### config.mk
export PLATFORM = sky130hd
export DESIGN_NAME = trig_seq_unit
export DESIGN_NICKNAME = d
export VERILOG_FILES = /design/src/rtl/trig_pkg.sv /design/src/rtl/trig_stage_regs.sv /design/src/rtl/trig_match.sv /design/src/rtl/trig_sequencer.sv /design/src/rtl/trig_seq_unit.sv
export SDC_FILE = /design/constraint.sdc
export NUM_CORES = 1
export LEC_CHECK = 0
export BUFFER_PORTS_ARGS = -buffer_cell sky130_fd_sc_hd__buf_2
export CAP_MARGIN = 0
export CORE_ASPECT_RATIO = 0.7
export CORE_MARGIN = 2
export CORE_UTILIZATION = 56
export CTS_CLUSTER_DIAMETER = 30
export DETAILED_ROUTE_END_ITERATION = 12
export PLACE_DENSITY = 0.73
export SLEW_MARGIN = 10
export SYNTH_ARGS = -nofsm -noshare
export SYNTH_HDL_FRONTEND = slang
export SYNTH_HIERARCHICAL = 1
export SYNTH_SLANG_ARGS = --single-unit
### constraint.sdc
create_clock -name clk -period 2.6 [get_ports clk]
set_clock_uncertainty 0.15 [all_clocks]
set_input_delay 0.52 -clock clk [delete_from_list [all_inputs] [get_ports clk]]
set_output_delay 0.52 -clock clk [all_outputs]
set_load 0.1 [all_outputs]
### src/rtl/trig_pkg.sv
package trig_pkg;
    parameter int CHANNELS  = 32;
    parameter int CONF_W    = 32;
    localparam int LEVEL_LSB = 16;
    localparam int LEVEL_W   = 8;
    localparam int START_BIT = 27;

    typedef enum logic [1:0] {
        SEL_MASK  = 2'd0,
        SEL_VALUE = 2'd1,
        SEL_CONF  = 2'd2,
        SEL_NONE  = 2'd3
    } cfg_sel_e;

    typedef struct packed {
        logic [CHANNELS-1:0] mask;
        logic [CHANNELS-1:0] value;
        logic [CONF_W-1:0]   conf;
    } stage_cfg_t;

    function automatic logic word_hit(input logic [CHANNELS-1:0] smp,
                                      input logic [CHANNELS-1:0] mask,
                                      input logic [CHANNELS-1:0] value);
        return ~|((smp ^ value) & mask);
    endfunction

    function automatic logic [LEVEL_W-1:0] conf_level(input logic [CONF_W-1:0] c);
        return c[LEVEL_LSB +: LEVEL_W];
    endfunction
endpackage

### src/rtl/trig_stage_regs.sv
module trig_stage_regs
    import trig_pkg::*;
#(
    parameter int STAGES = 4,
    localparam int SW = (STAGES > 1) ? $clog2(STAGES) : 1
) (
    input  logic                clk,
    input  logic                rst,
    input  logic                we,
    input  logic [SW-1:0]       stage,
    input  logic [1:0]          sel,
    input  logic [CHANNELS-1:0] data,
    output stage_cfg_t          cfg_q [STAGES]
);
    for (genvar s = 0; s < STAGES; s++) begin : g_stage
        logic hit_me;
        assign hit_me = we && (stage == SW'(s));
        always_ff @(posedge clk) begin
            if (rst) begin
                cfg_q[s] <= '0;
            end else if (hit_me) begin
                case (cfg_sel_e'(sel))
                    SEL_MASK:  cfg_q[s].mask  <= data;
                    SEL_VALUE: cfg_q[s].value <= data;
                    SEL_CONF:  cfg_q[s].conf  <= CONF_W'(data);
                    default:   ;
                endcase
            end
        end
    end
endmodule

### src/rtl/trig_match.sv
module trig_match
    import trig_pkg::*;
#(
    parameter int STAGES = 4
) (
    input  logic [CHANNELS-1:0] sample,
    input  stage_cfg_t          cfg_q [STAGES],
    output logic [STAGES-1:0]   hit,
    output logic [STAGES-1:0]   start
);
    for (genvar s = 0; s < STAGES; s++) begin : g_cmp
        logic lvl_ok;
        assign lvl_ok   = (conf_level(cfg_q[s].conf) == LEVEL_W'(s));
        assign hit[s]   = lvl_ok && word_hit(sample, cfg_q[s].mask, cfg_q[s].value);
        assign start[s] = cfg_q[s].conf[START_BIT];
    end
endmodule

### src/rtl/trig_sequencer.sv
module trig_sequencer #(
    parameter int STAGES = 4,
    localparam int SW = (STAGES > 1) ? $clog2(STAGES) : 1,
    localparam logic [SW-1:0] LAST = SW'(STAGES - 1)
) (
    input  logic              clk,
    input  logic              rst,
    input  logic              run,
    input  logic              sample_en,
    input  logic [STAGES-1:0] hit,
    input  logic [STAGES-1:0] start,
    output logic [SW-1:0]     active,
    output logic              running,
    output logic              pulse
);
    logic take;
    assign take = running && sample_en && hit[active];

    always_ff @(posedge clk) begin
        if (rst) begin
            active  <= '0;
            running <= 1'b0;
            pulse   <= 1'b0;
        end else begin
            pulse <= 1'b0;
            if (run) begin
                running <= 1'b1;
                active  <= '0;
            end else if (take) begin
                if (start[active]) begin
                    pulse   <= 1'b1;
                    running <= 1'b0;
                end else if (active != LAST) begin
                    active <= active + 1'b1;
                end
            end
        end
    end
endmodule

### src/rtl/trig_seq_unit.sv
module trig_seq_unit
    import trig_pkg::*;
#(
    parameter int STAGES = 4,
    localparam int SW = (STAGES > 1) ? $clog2(STAGES) : 1
) (
    input  logic                clk,
    input  logic                rst,
    input  logic                run,
    input  logic                sample_en,
    input  logic [CHANNELS-1:0] sample,
    input  logic                cfg_we,
    input  logic [SW-1:0]       cfg_stage,
    input  logic [1:0]          cfg_sel,
    input  logic [CHANNELS-1:0] cfg_data,
    output logic                trig_pulse,
    output logic [SW-1:0]       active_stage,
    output logic                running
);
    stage_cfg_t        cfg_q [STAGES];
    logic [STAGES-1:0] hit;
    logic [STAGES-1:0] start;

    trig_stage_regs #(.STAGES(STAGES)) i_regs (
        .clk(clk), .rst(rst), .we(cfg_we), .stage(cfg_stage),
        .sel(cfg_sel), .data(cfg_data), .cfg_q(cfg_q)
    );

    trig_match #(.STAGES(STAGES)) i_match (
        .sample(sample), .cfg_q(cfg_q), .hit(hit), .start(start)
    );

    trig_sequencer #(.STAGES(STAGES)) i_seq (
        .clk(clk), .rst(rst), .run(run), .sample_en(sample_en),
        .hit(hit), .start(start), .active(active_stage),
        .running(running), .pulse(trig_pulse)
    );
endmodule

==> results of run 1 <==
-- critical path, cell delays in order (launching register included) --
cell and delay, ns:
dfxtp_1 0.31, xor2_1 0.22, a222oi_1 0.57, nand4_1 0.17, nor4_2 0.17, mux2i_1 0.11, o22a_1 0.24, or3_4 0.39
mux2i_1 0.12
-- routing by layer --
metal / up-vias / track usage [%]
met5: - / 0.385
met4: 0 / 7.75
met3: 61 / 6.15
met2: 322 / 42.3
met1: 4667 / 44.1
li1: 4538 / -
-- state kept, by name (all words and copies together) (netlist names) --
name and cells:
i_seq/pulse 1, i_regs/cfg_q 292, i_seq/active 2, i_seq/running 1
-- layout by cell type (no fill, tap or decap), types with 2 or more instances in the layout --
master	count
nand2b_1	324
mux2i_1	296
dfxtp_1	296
xor2_1	128
buf_4	85
buf_2	75
clkbuf_16	47
a22oi_1	26
a22o_1	15
nand2_1	11
nand4_1	11
clkinv_4	8
clkinvlp_4	8
a221oi_2	7
clkbuf_8	6
nor4_1	6
a221oi_1	6
nand3_1	5
clkbuf_1	4
inv_6	4
a222oi_1	4
nand3_2	4
buf_12	4
nand2_2	4
bufinv_16	3
nor4_2	3
nor2_1	3
clkinv_2	2
a221oi_4	2
a21oi_1	2
and2_1	2
and3b_1	2
nor2b_1	2
inv_1	2
-- through the flow --
stage / hold slack (ns) / TNS, ns
CTS: 0.0209 / 0
global placement: 0.308 / -1.24
finish: 0.0443 / 0
global route: 0.0631 / -0.138
detailed placement: 0.315 / -1.70
floorplan: 0.297 / 0
-- power groups by stage --
stage | Combinational, mW | Clock (mW) | Sequential (mW)
after floorplan | 0.427 | 0 | 4.74
after global placement | 0.746 | 0 | 4.73
after detailed placement | 0.750 | 0 | 4.73
after CTS | 0.757 | 6.14 | 4.64
after global routing | 0.814 | 6.33 | 4.64
final | 0.776 | 6.07 | 4.64
-- path summary, 6_finish.rpt --
check,endpoint,slack [ns],cells after the start
worst min register to register,i_regs/cfg_q[356],0.32,2
worst min-delay path,i_seq/pulse,0.04,2
worst max register to register,i_seq/active[1],0.02,8
worst max-delay path,i_seq/active[1],0.02,8
-- final cells by class --
cell class	instances	area [um^2]	area share, %
diodes	1	2.50	0.0155
clock buffers	57	1270	7.89
clock inverters	26	277	1.71
inverters	2	7.51	0.0465
multi-input cells	874	7150	44.3
flip-flops and latches	296	5930	36.7
well taps	318	398	2.47
repair buffers	165	1100	6.85
-- timing repair --
item / 4_1_cts / 5_1_grt
resized for setup: 3 / 6
cloned: 0 / 0
pin swaps: 0 / 2
endpoints found under the setup margin: 3 / 4
==> results.toml, run 1 <==
[run_status]
outcome = "completed"

[drt]
wl_per_cell_um = 21.4
routed_wl_um = 37200
antenna_left = 0
top_layer = "met4"
wl_met3_um = 3100
first_pass_iters = 5
drtIter0Drc = 807
dr_wl_met2_um = 15300
drc_errors = 0
via_per_inst = 5.51
vias = 9588
wl_met1_um = 18000

[timing]
fin_crit_sh_pct = 99.2
period_minus_slack_ns = 2.58
slew_viol_final = 0
hold_viol = 0
max_freq_mhz = 388
rsz0062_at_grt = "yes"
setup_slack_ns = 0.0198
setup_violations = 0
tightest_slew_ns = 0.666
slew_headroom_pct = 55.6

[floorplanning]
die-area_um2 = 25500
rows = 47
die_y_um = 134
die_w_um = 190
core_area_um2 = 23700
ios = 77
initial_core_util_pct = 57.3

[placement]
placedCellCount = 1655
dp_slack_ns = -0.508
portBuffers = 76
dp_hpwl_um = 25800
placed_area_um2 = 14500
gp_congestion = 0.851

[global_route]
grt_pass1_wl_um = 56500
grt_usage_pct = 29.3
grt_max_degree = 126
antenna_found_initial = 0
grt_pass1_vias = 9577
overflow = 0

[power_and_ir_drop]
internal_power_mw = 8.74
pwr-share-clk_pct = 52.8
p_sw_mw = 2.74
seq_power_share_pct = 40.4
p_leak_nw = 7.95
irDropWorstVdd_uv = 515
pwr-share-comb_pct = 6.8
switching_share_pct = 23.9
power.density_cell_area_nw_per_um2 = 712
power_mw = 11.5

[finish]
n_fill_cell = 1797
fin_area_um2 = 16100
drive_above_1_share_pct = 19.0
nets = 1458
post-route-util_pct = 68.1
area.growth.synth_to_final_pct = 18.9
layoutNonFillerInstCount = 1739

[clock_tree]
clk_latency_ns = 0.55
cts_setup_buffers = 0
cts_sinks = 296
clk_pin_slew_ns = 0.05
cts_made_buffers = 45
cts_tree = "done"
htreeDepth = 2
clockRootBuffer = "clkbuf_16"
clock_path_buffers = 3
cts_hold_buffers = 0

[critical_path]
worstSetupPathType = "register to register"
required_ns = 2.87
r2r-start = "i_regs/cfg_q[233]"
arrival_ns = 2.85
end_kind = "register"
crit_start = "i_regs/cfg_q[233]"
critPathLaunchType = "register"
path_max_fanout = 2

[job]
cap_viol_max_count = 0

[logic_synthesis]
synthCells = 1287
syn-cell-area_um2 = 13600
yosysWarnings = 6
avgSynthCellArea_um2 = 10.5
syn_nets = 1361

[hold_path]
hold_path_class = "input port to register"
hp-start = "run"
Power figures use the tool's default switching activity.
==> run 2, diff against run 1 <==
--- a/config.mk
+++ b/config.mk
@@ -9,10 +9,10 @@
 export CAP_MARGIN = 0
 export CORE_ASPECT_RATIO = 0.7
 export CORE_MARGIN = 2
-export CORE_UTILIZATION = 56
+export CORE_UTILIZATION = 63
 export CTS_CLUSTER_DIAMETER = 30
 export DETAILED_ROUTE_END_ITERATION = 12
-export PLACE_DENSITY = 0.73
+export PLACE_DENSITY = 0.78
 export SLEW_MARGIN = 10
 export SYNTH_ARGS = -nofsm -noshare
 export SYNTH_HDL_FRONTEND = slang
==> constraint.sdc (replaced) <==
create_clock -name clk -period 2.95 [get_ports clk]
set_clock_uncertainty 0.15 [all_clocks]
set_input_delay 0.59 -clock clk [delete_from_list [all_inputs] [get_ports clk]]
set_output_delay 0.59 -clock clk [all_outputs]
set_load 0.1 [all_outputs]
==> results.toml, run 2 (synthesis results as in run 1) <==
[placement]
dp_hpwl_um = 24800
gp_congestion = 0.853
portBuffers = 76
placedCellCount = 1566

[finish]
reg_top3 = "i_regs/cfg_q x292, i_seq/active x2"
n_antenna_cell = 0
largest_reg_flops = 292
final_common_cell = "nand2b_1"
top_register = "i_regs/cfg_q"
layoutNonFillerInstCount = 1637
area.growth.synth_to_final_pct = 14.7
most-common-layout-cells = "324 x nand2b_1, 296 x mux2i_1, 296 x dfxtp_1, 128 x xor2_1, 75 x buf_2"
nets = 1406
drive_above_1_share_pct = 15.2

[drt]
drc_errors = 0
drtIter0Drc = 881
via_per_inst = 5.78
first_pass_iters = 7
vias = 9469
wl_per_cell_um = 22.1
routed_wl_um = 36200
antenna_left = 0

[clock_tree]
clk_pin_slew_ns = 0.06
cts_made_buffers = 40
clk_latency_ns = 0.52
cts_tree = "done"
htreeDepth = 2
cts_hold_buffers = 0
clockRootBuffer = "clkbuf_16"
cts_resized = 0
cts_setup_buffers = 0
clock_path_buffers = 3
cts_sinks = 296

[floorplanning]
die_y_um = 127
core_area_um2 = 20900
die_w_um = 179
initial_core_util_pct = 64.9
ios = 77
rows = 44
die-area_um2 = 22800

[power_and_ir_drop]
power_mw = 9.87
pwr-share-clk_pct = 52.0
power.density_cell_area_nw_per_um2 = 634
internal_power_mw = 7.62
switching_share_pct = 22.8
p_sw_mw = 2.25
seq_power_share_pct = 41.4
p_leak_nw = 7.68
irDropWorstVdd_uv = 446
pwr-share-comb_pct = 6.5

[timing]
slew_headroom_pct = 50.7
hold_slack_ns = 0.144
rsz0062_at_grt = "no"
setup_violations = 0
hold_viol = 0
fin_crit_sh_pct = 93.4
tns_ns = 0
tightest_slew_ns = 0.737
max_freq_mhz = 363
period_minus_slack_ns = 2.76
slew_viol_final = 0

[global_route]
grt-busiest-layer = "met1"
grt_use_met1_pct = 46.7
antenna_found_initial = 0
grt_max_degree = 83
use_met2_pct = 46.4
overflow = 0
grtUsageMet3_pct = 7.21
grt_pass1_vias = 9511
grt_pass1_wl_um = 55800
grt_usage_pct = 31.8

[run_status]
outcome = "completed"

[critical_path]
required_ns = 3.22
worstSetupPathType = "register to register"
arrival_ns = 3.03
end_kind = "register"
critPathLaunchType = "register"
path_max_fanout = 2

[hold_path]
hold_path_class = "input port to register"

[job]
cap_viol_max_count = 0
[run 2: changes by cell type in the layout (fill, tap and decap cells not counted), moves of 4 or more]
cell / before / now
clkinv_4: 8 / 4
clkinv_2: 2 / 7
a221oi_1: 6 / 11
clkbuf_16: 47 / 41
buf_4: 85 / 36
bufinv_16: 3 / 8
clkbuf_8: 6 / 2
[run 2: final timing paths]
path / end / depth (start not counted) / startpoint / slack, ns
setup / recovery: i_seq/active[1] / 9 / i_regs/cfg_q[248] / 0.19
setup reg to reg: i_seq/active[1] / 9 / i_regs/cfg_q[248] / 0.19
hold / removal: i_seq/pulse / 2 / run / 0.14
hold reg to reg: i_regs/cfg_q[27] / 2 / i_regs/cfg_q[27] / 0.32
[run 2: worst max-delay path, stage by stage (launching register included)]
cell and delay [ns]:
dfxtp_1 0.32, xor2_1 0.16, a22o_1 0.30, a221oi_1 0.34, nand4_1 0.23, nor4_2 0.19, mux2i_1 0.16, o22a_1 0.23
or3_4 0.38, mux2i_1 0.20
[run 2: power groups by stage]
stage	Combinational [mW]	Sequential (mW)	Clock, mW
floorplan	0.376	4.17	0
global placement	0.621	4.17	0
detailed placement	0.624	4.17	0
CTS	0.630	4.09	5.18
global route	0.675	4.09	5.35
finish	0.644	4.09	5.13
[run 2: through the flow]
stage / cell area, um^2 / setup WS [ns] / utilization (%)
finish: 15600 / 0.195 / 74.4
global route: 15600 / 0.121 / 74.4
CTS: 15600 / 0.285 / 74.4
detailed placement: 14100 / -0.122 / 67.6
global placement: 14100 / -0.112 / 67.6
floorplan: 13600 / 0.352 / -
[run 2: routing by layer]
layer	vias up	part of all wire, %
met4	0	2.7
met5	-	0
li1	4422	-
met2	305	42
met1	4673	48
met3	69	7.6
[run 2: final cells by class]
type	count	area (um^2)
sequential	296	5930
inverter	2	7.51
fill	1490	5350
clock buffer	45	1060
tap	276	345
timing repair buffer	118	777
multi-input combinational	874	7090
clock inverter	26	368
